<file path="src/rtl/crt_pkg.sv">
package crt_pkg;
  localparam int CNT_W = 16;
  localparam logic [1:0] ADDR_RELOAD = 2'd0;
  localparam logic [1:0] ADDR_CAPT   = 2'd1;
  localparam logic [1:0] ADDR_STAT   = 2'd2;
  localparam logic [1:0] ADDR_CNT    = 2'd3;
  localparam logic [1:0] SEL_EDGE    = 2'b10;

  typedef struct packed {
    logic loadCnt;
    logic decCnt;
    logic capture;
    logic wrap;
  } crtStrobe_t;
endpackage

</file>
<file path="src/rtl/crt_ctrl.sv">
module crt_ctrl
  import crt_pkg::*;
#(
  parameter int SYNC_STAGES = 2
) (
  input  logic       clk,
  input  logic       rstN,
  input  logic       run,
  input  logic       tick,
  input  logic [1:0] restartSel,
  input  logic       cp1In,
  input  logic       cp2In,
  input  logic       cntZero,
  input  logic       statClr,
  input  logic [3:0] clrMask,
  output crtStrobe_t strobe,
  output logic [3:0] status
);
  localparam int NCH = 2;

  logic [NCH-1:0] rawIn;
  logic [NCH-1:0] evt;
  assign rawIn = {cp2In, cp1In};

  // per-channel synchroniser and rising-edge detector
  for (genvar ch = 0; ch < NCH; ch++) begin : g_sync
    logic [SYNC_STAGES-1:0] syncQ;
    logic                   lastQ;
    always_ff @(posedge clk or negedge rstN) begin
      if (!rstN) begin
        syncQ <= '0;
        lastQ <= 1'b0;
      end else begin
        syncQ <= {syncQ[SYNC_STAGES-2:0], rawIn[ch]};
        lastQ <= syncQ[SYNC_STAGES-1];
      end
    end
    assign evt[ch] = syncQ[SYNC_STAGES-1] & ~lastQ;
  end

  logic cp1Ev, cp2Ev;
  assign cp1Ev = evt[0];
  assign cp2Ev = evt[1];

  logic runQ, active, swMode, loadEvt;
  assign swMode = (restartSel != SEL_EDGE);
  assign loadEvt = swMode ? (run & ~runQ) : (run & cp2Ev);

  always_comb begin
    strobe.wrap    = run & active & tick & cntZero & ~loadEvt;
    strobe.loadCnt = loadEvt | strobe.wrap;
    strobe.decCnt  = run & active & tick & ~cntZero & ~loadEvt;
    strobe.capture = cp2Ev & ~status[2] & ~status[3] & (swMode | run);
  end

  always_ff @(posedge clk or negedge rstN) begin
    if (!rstN) begin
      runQ   <= 1'b0;
      active <= 1'b0;
    end else begin
      runQ <= run;
      if (!run)               active <= 1'b0;
      else if (strobe.loadCnt) active <= 1'b1;
    end
  end

  // flag/error per channel; new event wins over a clear
  for (genvar ch = 0; ch < NCH; ch++) begin : g_flag
    always_ff @(posedge clk or negedge rstN) begin
      if (!rstN) begin
        status[2*ch]   <= 1'b0;
        status[2*ch+1] <= 1'b0;
      end else begin
        if (evt[ch])                       status[2*ch] <= 1'b1;
        else if (statClr && clrMask[2*ch]) status[2*ch] <= 1'b0;
        if (evt[ch] && status[2*ch])         status[2*ch+1] <= 1'b1;
        else if (statClr && clrMask[2*ch+1]) status[2*ch+1] <= 1'b0;
      end
    end
  end

  assert_cp2_err_R6: assert property (@(posedge clk) disable iff (!rstN)
    (cp2Ev && status[2]) |=> status[3]);
  assert_cp1_flag_R7: assert property (@(posedge clk) disable iff (!rstN)
    cp1Ev |=> status[0]);
  assert_no_dec_on_load_R2: assert property (@(posedge clk) disable iff (!rstN)
    !(strobe.decCnt && strobe.loadCnt));
endmodule

</file>
<file path="src/rtl/crt_datapath.sv">
module crt_datapath
  import crt_pkg::*;
#(
  parameter int W = CNT_W
) (
  input  logic         clk,
  input  logic         rstN,
  input  crtStrobe_t   strobe,
  input  logic         wrReload,
  input  logic [W-1:0] wrData,
  output logic [W-1:0] cnt,
  output logic [W-1:0] capReg,
  output logic [W-1:0] reloadReg,
  output logic         cntZero,
  output logic         underflow
);
  assign cntZero = (cnt == '0);

  always_ff @(posedge clk or negedge rstN) begin
    if (!rstN) begin
      cnt       <= '0;
      capReg    <= '0;
      reloadReg <= '0;
      underflow <= 1'b0;
    end else begin
      if (wrReload)           reloadReg <= wrData;
      if (strobe.capture)     capReg <= cnt;   // old value: capture precedes reload
      if (strobe.loadCnt)     cnt <= reloadReg;
      else if (strobe.decCnt) cnt <= cnt - 1'b1;
      underflow <= strobe.wrap;
    end
  end

  assert_reload_R4: assert property (@(posedge clk) disable iff (!rstN)
    strobe.loadCnt |=> cnt == $past(reloadReg));
  assert_capture_old_R5: assert property (@(posedge clk) disable iff (!rstN)
    strobe.capture |=> capReg == $past(cnt));
  assert_hold_R2: assert property (@(posedge clk) disable iff (!rstN)
    (!strobe.loadCnt && !strobe.decCnt) |=> $stable(cnt));
  assert_dec_R2: assert property (@(posedge clk) disable iff (!rstN)
    strobe.decCnt |=> cnt == $past(cnt) - 1'b1);
  assert_uflow_pulse_R9: assert property (@(posedge clk) disable iff (!rstN)
    underflow |=> !underflow);
endmodule

</file>
<file path="src/rtl/capreload_timer.sv">
module capreload_timer
  import crt_pkg::*;
(
  input  logic             clk,
  input  logic             rstN,
  input  logic             run,
  input  logic             tick,
  input  logic [1:0]       restartSel,
  input  logic             cp1In,
  input  logic             cp2In,
  input  logic             wrEn,
  input  logic [1:0]       wrAddr,
  input  logic [CNT_W-1:0] wrData,
  input  logic [1:0]       rdAddr,
  output logic [CNT_W-1:0] rdData,
  output logic             underflow
);
  crtStrobe_t       strobe;
  logic [3:0]       status;
  logic             cntZero;
  logic [CNT_W-1:0] cnt, capReg, reloadReg;

  crt_ctrl #(.SYNC_STAGES(2)) u_ctrl (
    .clk(clk), .rstN(rstN), .run(run), .tick(tick), .restartSel(restartSel),
    .cp1In(cp1In), .cp2In(cp2In), .cntZero(cntZero),
    .statClr(wrEn && wrAddr == ADDR_STAT), .clrMask(wrData[3:0]),
    .strobe(strobe), .status(status)
  );

  crt_datapath #(.W(CNT_W)) u_dp (
    .clk(clk), .rstN(rstN), .strobe(strobe),
    .wrReload(wrEn && wrAddr == ADDR_RELOAD), .wrData(wrData),
    .cnt(cnt), .capReg(capReg), .reloadReg(reloadReg),
    .cntZero(cntZero), .underflow(underflow)
  );

  always_comb begin
    unique case (rdAddr)
      ADDR_RELOAD: rdData = reloadReg;
      ADDR_CAPT:   rdData = capReg;
      ADDR_STAT:   rdData = {{(CNT_W-4){1'b0}}, status};
      default:     rdData = cnt;
    endcase
  end
endmodule

</file>
<file path="config.mk">
export PLATFORM = sky130hd
export DESIGN_NAME = capreload_timer
export DESIGN_NICKNAME = d
export VERILOG_FILES = /design/src/rtl/crt_pkg.sv /design/src/rtl/crt_ctrl.sv /design/src/rtl/crt_datapath.sv /design/src/rtl/capreload_timer.sv
export SDC_FILE = /design/constraint.sdc
export NUM_CORES = 1
export LEC_CHECK = 0
export BUFFER_PORTS_ARGS = -buffer_cell sky130_fd_sc_hd__buf_2
export CAP_MARGIN = 0
export CORE_UTILIZATION = 25
export CTS_CLUSTER_DIAMETER = 40
export DETAILED_ROUTE_END_ITERATION = 10
export GPL_TIMING_DRIVEN = 0
export HOLD_SLACK_MARGIN = 0.12
export SETUP_SLACK_MARGIN = 0.15
export SLEW_MARGIN = 15
export SYNTH_ARGS = -nofsm -noshare
export SYNTH_HDL_FRONTEND = slang
export SYNTH_SLANG_ARGS = --single-unit
export TNS_END_PERCENT = 50
</file>
<file path="constraint.sdc">
create_clock -name clk -period 2 [get_ports clk]
set_input_delay 0.2 -clock clk [delete_from_list [all_inputs] [get_ports clk]]
set_output_delay 0.2 -clock clk [all_outputs]
set_load 0.02 [all_outputs]
</file>
Yosys cells after proc, flatten, opt, wreduce, memory -nomap -nowiden
Cells that the tools add are included.
- output and inout bits: 17
- logic and storage cells: 72
- register bits after elaboration: 61
- input port bits: 29
- equal/unequal tests: 5
- multiplexer cells: 14
- add/subtract/negate cells: 1
- bitwise operators: 22
- reductions and logical operators: 16
- operators with widths (operator ; number):
    $pmux W16 S3 ; 1
    $mux W16 ; 2
    $logic_not A16 Y1 ; 1
    $sub A16 B1 Y16 const B ; 1
    $and A1 B1 Y1 ; 13
    $mux W1 ; 11
    $reduce_bool A2 Y1 ; 5
    $logic_and A1 B1 Y1 ; 8
    $not A1 Y1 ; 7
    $eq A2 B2 Y1 const B ; 2
    $logic_not A2 Y1 ; 2
    $eq A2 B1 Y1 const B ; 1
    $ne A2 B1 Y1 const B ; 1
    $ne A2 B2 Y1 const B ; 1
    $or A1 B1 Y1 ; 2

Depth between registers and ports, before layout
Gate-level depths: netlist of run 1.
- depth after elaboration: 9
- mapped depth: 7

Cells and area by module
Synthesis of run 1 repeated with hierarchy kept, for this count alone.
- cell total of the unflattened synthesis: 238
- area total of the unflattened synthesis: 3006.6 um2
- by module, submodules not included (module ; instances ; seq. area each (um2) ; area an instance (um2) ; cells each):
    crt_datapath ; 1 ; 1226.2 ; 2160.8 ; 167
    crt_ctrl ; 1 ; 300.3 ; 460.4 ; 35
    capreload_timer ; 1 ; 0.0 ; 385.4 ; 36

Worst setup path before layout of run 1
OpenSTA, ideal clock, no wires.
- path kind: register to register
- from: reg u_dp.cnt[4]
- to: reg u_dp.cnt[7]
- stages on the path, launching flop included: 8
- period minus slack after synthesis: 1.954 ns
- path slack: 0.046 ns
- library setup time: 0.124 ns
- arrival: 1.830 ns
- cells stage by stage: dfrtp_1 buf_2 nor4_1 and4_1 a22oi_1 buf_4 a21boi_0 a211o_2
- word-level cells in the longest chain between the ends: 5
- ends and longest elaborated chain (element ; RTL line ; source):
    start: declaration ; crt_datapath.sv:11 ; output logic [W-1:0] cnt,
    start signal: assignment ; crt_datapath.sv:28 ; if (strobe.loadCnt) cnt <= reloadReg;
    start signal: assignment ; crt_datapath.sv:29 ; else if (strobe.decCnt) cnt <= cnt - 1'b1;
    branches (longest 5 deep; another with $sub A16 B1 Y16) ; -- ;
Parallel ways; which one is timed is not known. The select of a mux whose other input is x is not followed.
A chain may end at the register's enable or synchronous reset.

Worst setup path in the final report of run 1
- from: reg u_dp.cnt[7]
- to: reg u_dp.cnt[12]
Same word-level chain as after synthesis.

==> impl_metrics.py, run 1 <==
metrics = {
    "timing": {
        "worstMarginPinSlew_ns": 0.775,
        "hold_violations": 0,
        "timing.slew.headroom": 0.484,
        "finalSetupViolCount": 0,
        "period_minus_slack_ns": 1.96,
        "fin_hold_ws_ns": 0.136,
        "finClkSkew_ns": 0.00477,
        "grt_setup_unrepaired": "yes",
        "fmax_mhz": 509,
        "period_share": 0.982,
        "slew_violations": 0,
        "setup_tns_ns": 0,
    },
    "die": {
        "io_pins": 46,
        "fp.coreArea_um2": 12100,
        "die_area_um2": 13000,
        "die_w_um": 114,
        "rows": 40,
        "die_h_um": 114,
        "start_util": 0.258,
    },
    "synthesis": {
        "synth.yosys.seq_area_share": 0.488,
        "synth_top_area_share": 0.488,
        "synthCells": 283,
        "ys_types": 45,
        "synth_area_per_cell_um2": 11.0,
        "syn_nets": 313,
        "synth_warnings": 0,
        "synth_top_area_cell": "dfrtp_1",
        "synth-seq-cells": 61,
        "synth_area_leaders": "dfrtp_1, mux2_2, mux2i_1, nand2_1, mux4_2",
        "syn-cell-area_um2": 3130,
    },
    "place": {
        "gp_congestion": 0.818,
        "portBuffers": 43,
        "dp_cells": 494,
        "hpwlAfterDp_mm": 5.45,
        "placed_cell_area_um2": 3570,
    },
    "clocking": {
        "clkLatencyLatePin_ns": 0.32,
        "clk_pin_slew_ns": 0.05,
        "cts_made_buffers": 9,
        "cts_num_sinks": 61,
        "clock_path_buffers": 2,
        "tritoncts": "built",
        "root_buffer": "clkbuf_16",
        "h-tree-depth": 3,
    },
    "routing": {
        "wl_per_cell_um": 15.2,
        "drtPass1Iterations": 4,
        "wirelength_mm": 8.43,
        "drcViolationCount": 0,
        "avgViaCountPerCell": 4.71,
        "ant_nets": 0,
        "vias": 2606,
        "drt_first_iter_violations": 132,
    },
    "finish": {
        "final_cell_mix": "dfrtp_1, buf_2, mux2_2",
        "final_cells": 553,
        "drive_above_1_share": 0.442,
        "area_delta_synth_final_pct": 46.2,
        "layout_commonest_cell": "dfrtp_1",
        "fin_area_um2": 4570,
        "fin_nets": 410,
        "antenna_cells": 0,
    },
    "critical_path": {
        "crit_required_ns": 2.26,
        "worst-setup-path-type": "reg2reg",
        "crit_fanout": 3,
        "start_kind": "register",
        "cp_data_arrival_time_ns": 2.22,
        "cp-end-kind": "register",
    },
    "power": {
        "p_leak_nw": 1.94,
        "ir_drop_mv": 0.426,
        "power.density_nw_per_um2": 1010,
    },
    "grt": {
        "gr-total-overflow": 0,
        "grt_max_degree": 62,
        "grt_pass1_wl_mm": 13.7,
        "grt_pass1_vias": 2689,
        "grt_usage": 0.138,
        "antenna_found_initial": 0,
    },
    "run_status": {
        "status": "complete, no violations",
    },
    "run": {
        "cap_violations": 0,
    },
    "worst_hold_path": {
        "hold_path_class": "in2reg",
    },
}
[cell families (layout without fill, tap and decap cells)]
group | after synthesis | in the layout | share of synthesized area
compound gates | 53 | 53 | 0.115
simple gates | 86 | 86 | 0.142
mux | 59 | 59 | 0.218
buf+inv | 23 | 125 | 0.0328
flops | 61 | 61 | 0.488
fa+ha+maj | 1 | 1 | 0.00400
[state kept, by name, summed over array words and instances (netlist names)]
| name | flops |
|---|---|
| u_ctrl.active | 1 |
| u_ctrl.g_sync.lastQ | 2 |
| u_ctrl.g_sync.syncQ | 4 |
| u_ctrl.runQ | 1 |
| u_ctrl.status | 4 |
| u_dp.capReg | 16 |
| u_dp.cnt | 16 |
| u_dp.reloadReg | 16 |
| u_dp.underflow | 1 |
[power breakdown]
part           switching [W]  internal [W]
registers           0.000267       0.00155
clock network       0.000513      0.000975
logic               0.000653      0.000676
total                0.00143       0.00320
[cell usage after synthesis]
master / number
a2bb2oi_1: 9
and3_1: 1
o21a_1: 1
a22o_1: 2
a21boi_0: 1
buf_4: 1
nand3_1: 7
nor3_1: 4
nand2b_1: 2
nor2b_1: 2
o21ai_0: 16
mux2i_1: 23
or4_4: 1
mux4_2: 4
nand4_1: 4
clkbuf_1: 12
buf_6: 1
o221a_2: 2
a21oi_1: 11
a211oi_1: 1
a32o_1: 1
or3_1: 5
o31ai_1: 1
nand2_1: 31
a22oi_1: 2
o31a_1: 1
nor4_2: 1
nor3b_1: 1
and3b_1: 1
inv_1: 5
o221ai_1: 1
mux2_2: 32
nor4_1: 7
or2_4: 1
buf_2: 4
and4_1: 2
dfrtp_1: 61
o211ai_1: 2
a21o_1: 1
and2_1: 1
nand4b_1: 1
ha_1: 1
or4bb_1: 1
nor2_1: 13
a211o_2: 1
[layer usage]
metal / global-route usage / wire length [um] / up-vias
met1: 0.166 / 3720 / 1308
met3: 0.0409 / 358 / 12
met4: 0.0398 / 119 / 0
li1: - / - / 1240
met5: 0 / 0 / -
met2: 0.237 / 4230 / 46
[metrics by stage]
| stage | total power, W | worst slack [ns] | utilization |
|---|---|---|---|
| finish | 0.00464 | 0.0351 | 0.377 |
| global route | 0.00487 | -0.0257 | 0.377 |
| CTS | 0.00447 | 0.0217 | 0.358 |
| detailed placement | 0.00284 | -0.372 | 0.295 |
| global placement | 0.00279 | -0.541 | 0.294 |
| floorplan | 0.00250 | 0.0753 | - |
[critical path: stages (launching register included)]
cell and delay (ns):
dfrtp_1 0.37, buf_6 0.12, or4_4 0.50, or2_4 0.28, or3_4 0.33, a21oi_2 0.12, o221a_2 0.19
[area by class of cell]
| cell class | count | area [um2] |
|---|---|---|
| repair buffers | 86 | 639 |
| inverters | 5 | 18.8 |
| well taps | 168 | 210 |
| flip-flops and latches | 61 | 1530 |
| fillers | 1193 | 7540 |
| clock buffers | 16 | 292 |
| plain buffers | 18 | 160 |
| multi-input cells | 199 | 1720 |
[final timing paths]
| check | start | end | slack [ns] | cells past startpoint |
|---|---|---|---|---|
| min reg2reg | u_ctrl.g_sync[0].syncQ[0] | u_ctrl.g_sync[0].syncQ[1] | 0.35 | 0 |
| min in group asynchronous | rstN | u_ctrl.g_sync[0].lastQ | 0.51 | 2 |
| max reg2reg | u_dp.cnt[7] | u_dp.cnt[12] | 0.04 | 6 |
| min | wrData[0] | u_dp.reloadReg[0] | 0.14 | 2 |
| max in group asynchronous | rstN | u_dp.cnt[8] | 0.94 | 2 |
| max | u_dp.cnt[7] | u_dp.cnt[12] | 0.04 | 6 |
[timing repair]
| item | 4_1_cts | 5_1_grt |
|---|---|---|
| buffers inserted | 12 | 11 |
| cloned | 1 | 0 |
| pin swaps | 10 | 15 |
| hold buffers | 19 | 0 |
| hold endpoints to repair | 79 | 0 |
| resized for setup | 38 | 45 |
| setup endpoints to repair | 36 | 36 |
(Power assumes the default switching activity.)
==> run 2: changes to the inputs <==
--- a/config.mk
+++ b/config.mk
@@ -12,6 +12,7 @@
 export DETAILED_ROUTE_END_ITERATION = 10
 export GPL_TIMING_DRIVEN = 0
 export HOLD_SLACK_MARGIN = 0.12
+export PLACE_DENSITY = 0.5
 export SETUP_SLACK_MARGIN = 0.15
 export SLEW_MARGIN = 15
 export SYNTH_ARGS = -nofsm -noshare
==> impl_metrics.py, run 2 (synthesis results as in run 1) <==
metrics = {
    "critical_path": {
        "cp-end-kind": "register",
        "cp_slowest_stage_delay_ns": 0.57,
        "crit_required_ns": 2.22,
        "start_kind": "register",
        "crit_path_top_delay_cell": "or4bb_4",
        "cp_data_arrival_time_ns": 2.17,
        "crit_fanout": 6,
        "worstPathCellList": "or4bb_4 -> o221a_4 -> clkbuf_16 -> buf_8 -> a211o_2",
        "worst-setup-path-type": "reg2reg",
    },
    "clocking": {
        "clkLatencyLatePin_ns": 0.34,
        "clk_pin_slew_ns": 0.05,
        "cts_made_buffers": 9,
        "cts_num_sinks": 61,
        "tritoncts": "built",
        "clock_path_buffers": 2,
        "root_buffer": "clkbuf_16",
        "h-tree-depth": 3,
    },
    "timing": {
        "setup_ws_ns": 0.0489,
        "fmax_mhz": 513,
        "finClkSkew_ns": 0.00660,
        "setup_tns_ns": 0,
        "timing.slew.headroom": 0.558,
        "slew_violations": 0,
        "hold_violations": 0,
        "period_share": 0.976,
        "period_minus_slack_ns": 1.95,
        "grt_setup_unrepaired": "yes",
        "finalSetupViolCount": 0,
        "fin_hold_ws_ns": 0.134,
        "worstMarginPinSlew_ns": 0.662,
    },
    "routing": {
        "ant_nets": 0,
        "drt_first_iter_violations": 139,
        "drcViolationCount": 0,
        "avgViaCountPerCell": 4.74,
        "vias": 2562,
        "wirelength_mm": 8.15,
        "wl_per_cell_um": 15.1,
        "drtPass1Iterations": 4,
    },
    "grt": {
        "grt_max_degree": 59,
        "antenna_found_initial": 0,
        "grt_pass1_wl_mm": 13.7,
        "gr-total-overflow": 0,
        "grt_usage": 0.141,
        "grt_pass1_vias": 2622,
    },
    "power": {
        "power.density_nw_per_um2": 1020,
        "ir_drop_mv": 0.317,
        "pwr-share-seq": 0.397,
        "switching_share": 0.308,
        "power_switching_w": 0.00140,
        "intPower_w": 0.00315,
        "power_w": 0.00456,
        "p_leak_nw": 1.91,
        "clkPwrFrac": 0.337,
        "comb_power_share": 0.267,
    },
    "die": {
        "die_area_um2": 13000,
        "io_pins": 46,
        "fp.coreArea_um2": 12100,
        "die_h_um": 114,
        "rows": 40,
        "start_util": 0.258,
        "die_w_um": 114,
    },
    "finish": {
        "top_regs": "u_dp.capReg x16, u_dp.cnt x16, u_dp.reloadReg x16",
        "drive_above_1_share": 0.418,
        "final_cell_mix": "dfrtp_1, buf_2, mux2_2",
        "antenna_cells": 0,
        "layout_commonest_cell": "dfrtp_1",
        "area_delta_synth_final_pct": 43.0,
        "fin_nets": 398,
    },
    "run": {
        "cap_violations": 0,
    },
    "place": {
        "portBuffers": 43,
        "hpwlAfterDp_mm": 5.57,
        "pre_cts_slack_ns": -0.367,
        "gp_congestion": 0.793,
    },
    "run_status": {
        "status": "complete, no violations",
    },
    "worst_hold_path": {
        "hold_path_class": "in2reg",
    },
}
==> run 2: metrics by stage <==
stage,util,area (um2),cells
floorplan,-,3140,283
global placement,0.294,3560,494
detailed placement,0.297,3600,495
CTS,0.359,4350,539
global route,0.369,4470,541
finish,0.369,4470,541
==> run 2: layout make-up <==
| cell class | count | area, um2 |
|---|---|---|
| Buffer | 18 | 160 |
| Clock buffer | 12 | 246 |
| Clock inverter | 4 | 47.5 |
| Fill cell | 1245 | 7640 |
| Inverter | 5 | 18.8 |
| Multi-Input combinational cell | 199 | 1700 |
| Sequential cell | 61 | 1530 |
| Tap cell | 168 | 210 |
| Timing Repair Buffer | 74 | 553 |
==> run 2: layer usage <==
| layer | part of all wire | GRT usage | up-vias |
|---|---|---|---|
| met1 | 0.47 | 0.182 | 1282 |
| li1 | - | - | 1228 |
| met2 | 0.47 | 0.223 | 42 |
| met4 | 0.017 | 0.0545 | 0 |
| met3 | 0.040 | 0.0399 | 10 |
| met5 | 0 | 0 | - |
==> run 2: path summary, 6_finish.rpt <==
check                                           from                   endpoint  slack [ns]  cells past startpoint
max in group asynchronous                       rstN                u_dp.cnt[2]        1.28                      3
min in group asynchronous                       rstN  u_ctrl.g_sync[0].syncQ[1]        0.21                      2
min                                        wrData[0]          u_dp.reloadReg[0]        0.13                      2
max                           u_ctrl.g_sync[1].lastQ                u_dp.cnt[7]        0.05                      5
min reg2reg                u_ctrl.g_sync[1].syncQ[0]  u_ctrl.g_sync[1].syncQ[1]        0.35                      0
max reg2reg                   u_ctrl.g_sync[1].lastQ                u_dp.cnt[7]        0.05                      5
==> run 2: power by group through the flow <==
stage	registers (W)	logic (W)	clock network (W)
2_1_floorplan	0.00174	0.000765	0
3_3_place_gp	0.00181	0.000985	0
3_5_place_dp	0.00183	0.00102	0
4_1_cts	0.00180	0.00117	0.00157
5_1_grt	0.00186	0.00133	0.00164
6_report	0.00181	0.00122	0.00153
==> run 2: timing repair <==
| item | in CTS | in global routing |
|---|---|---|
| cloned | 1 | 0 |
| hold endpoints to repair | 79 | 0 |
| buffers inserted | 8 | 2 |
| resized for setup | 42 | 34 |
| pin swaps | 12 | 17 |
| endpoints found under the setup margin | 36 | 39 |
| hold buffers | 19 | 0 |
==> run 2: critical path: cells and delay by family, from the launching register on <==
kind	cells	cell delay, ns
buffers and inverters	2	0.31
AO/OA/AOI/OAI	2	0.57
AND/OR/NAND/NOR	1	0.57
flip-flops	1	0.39
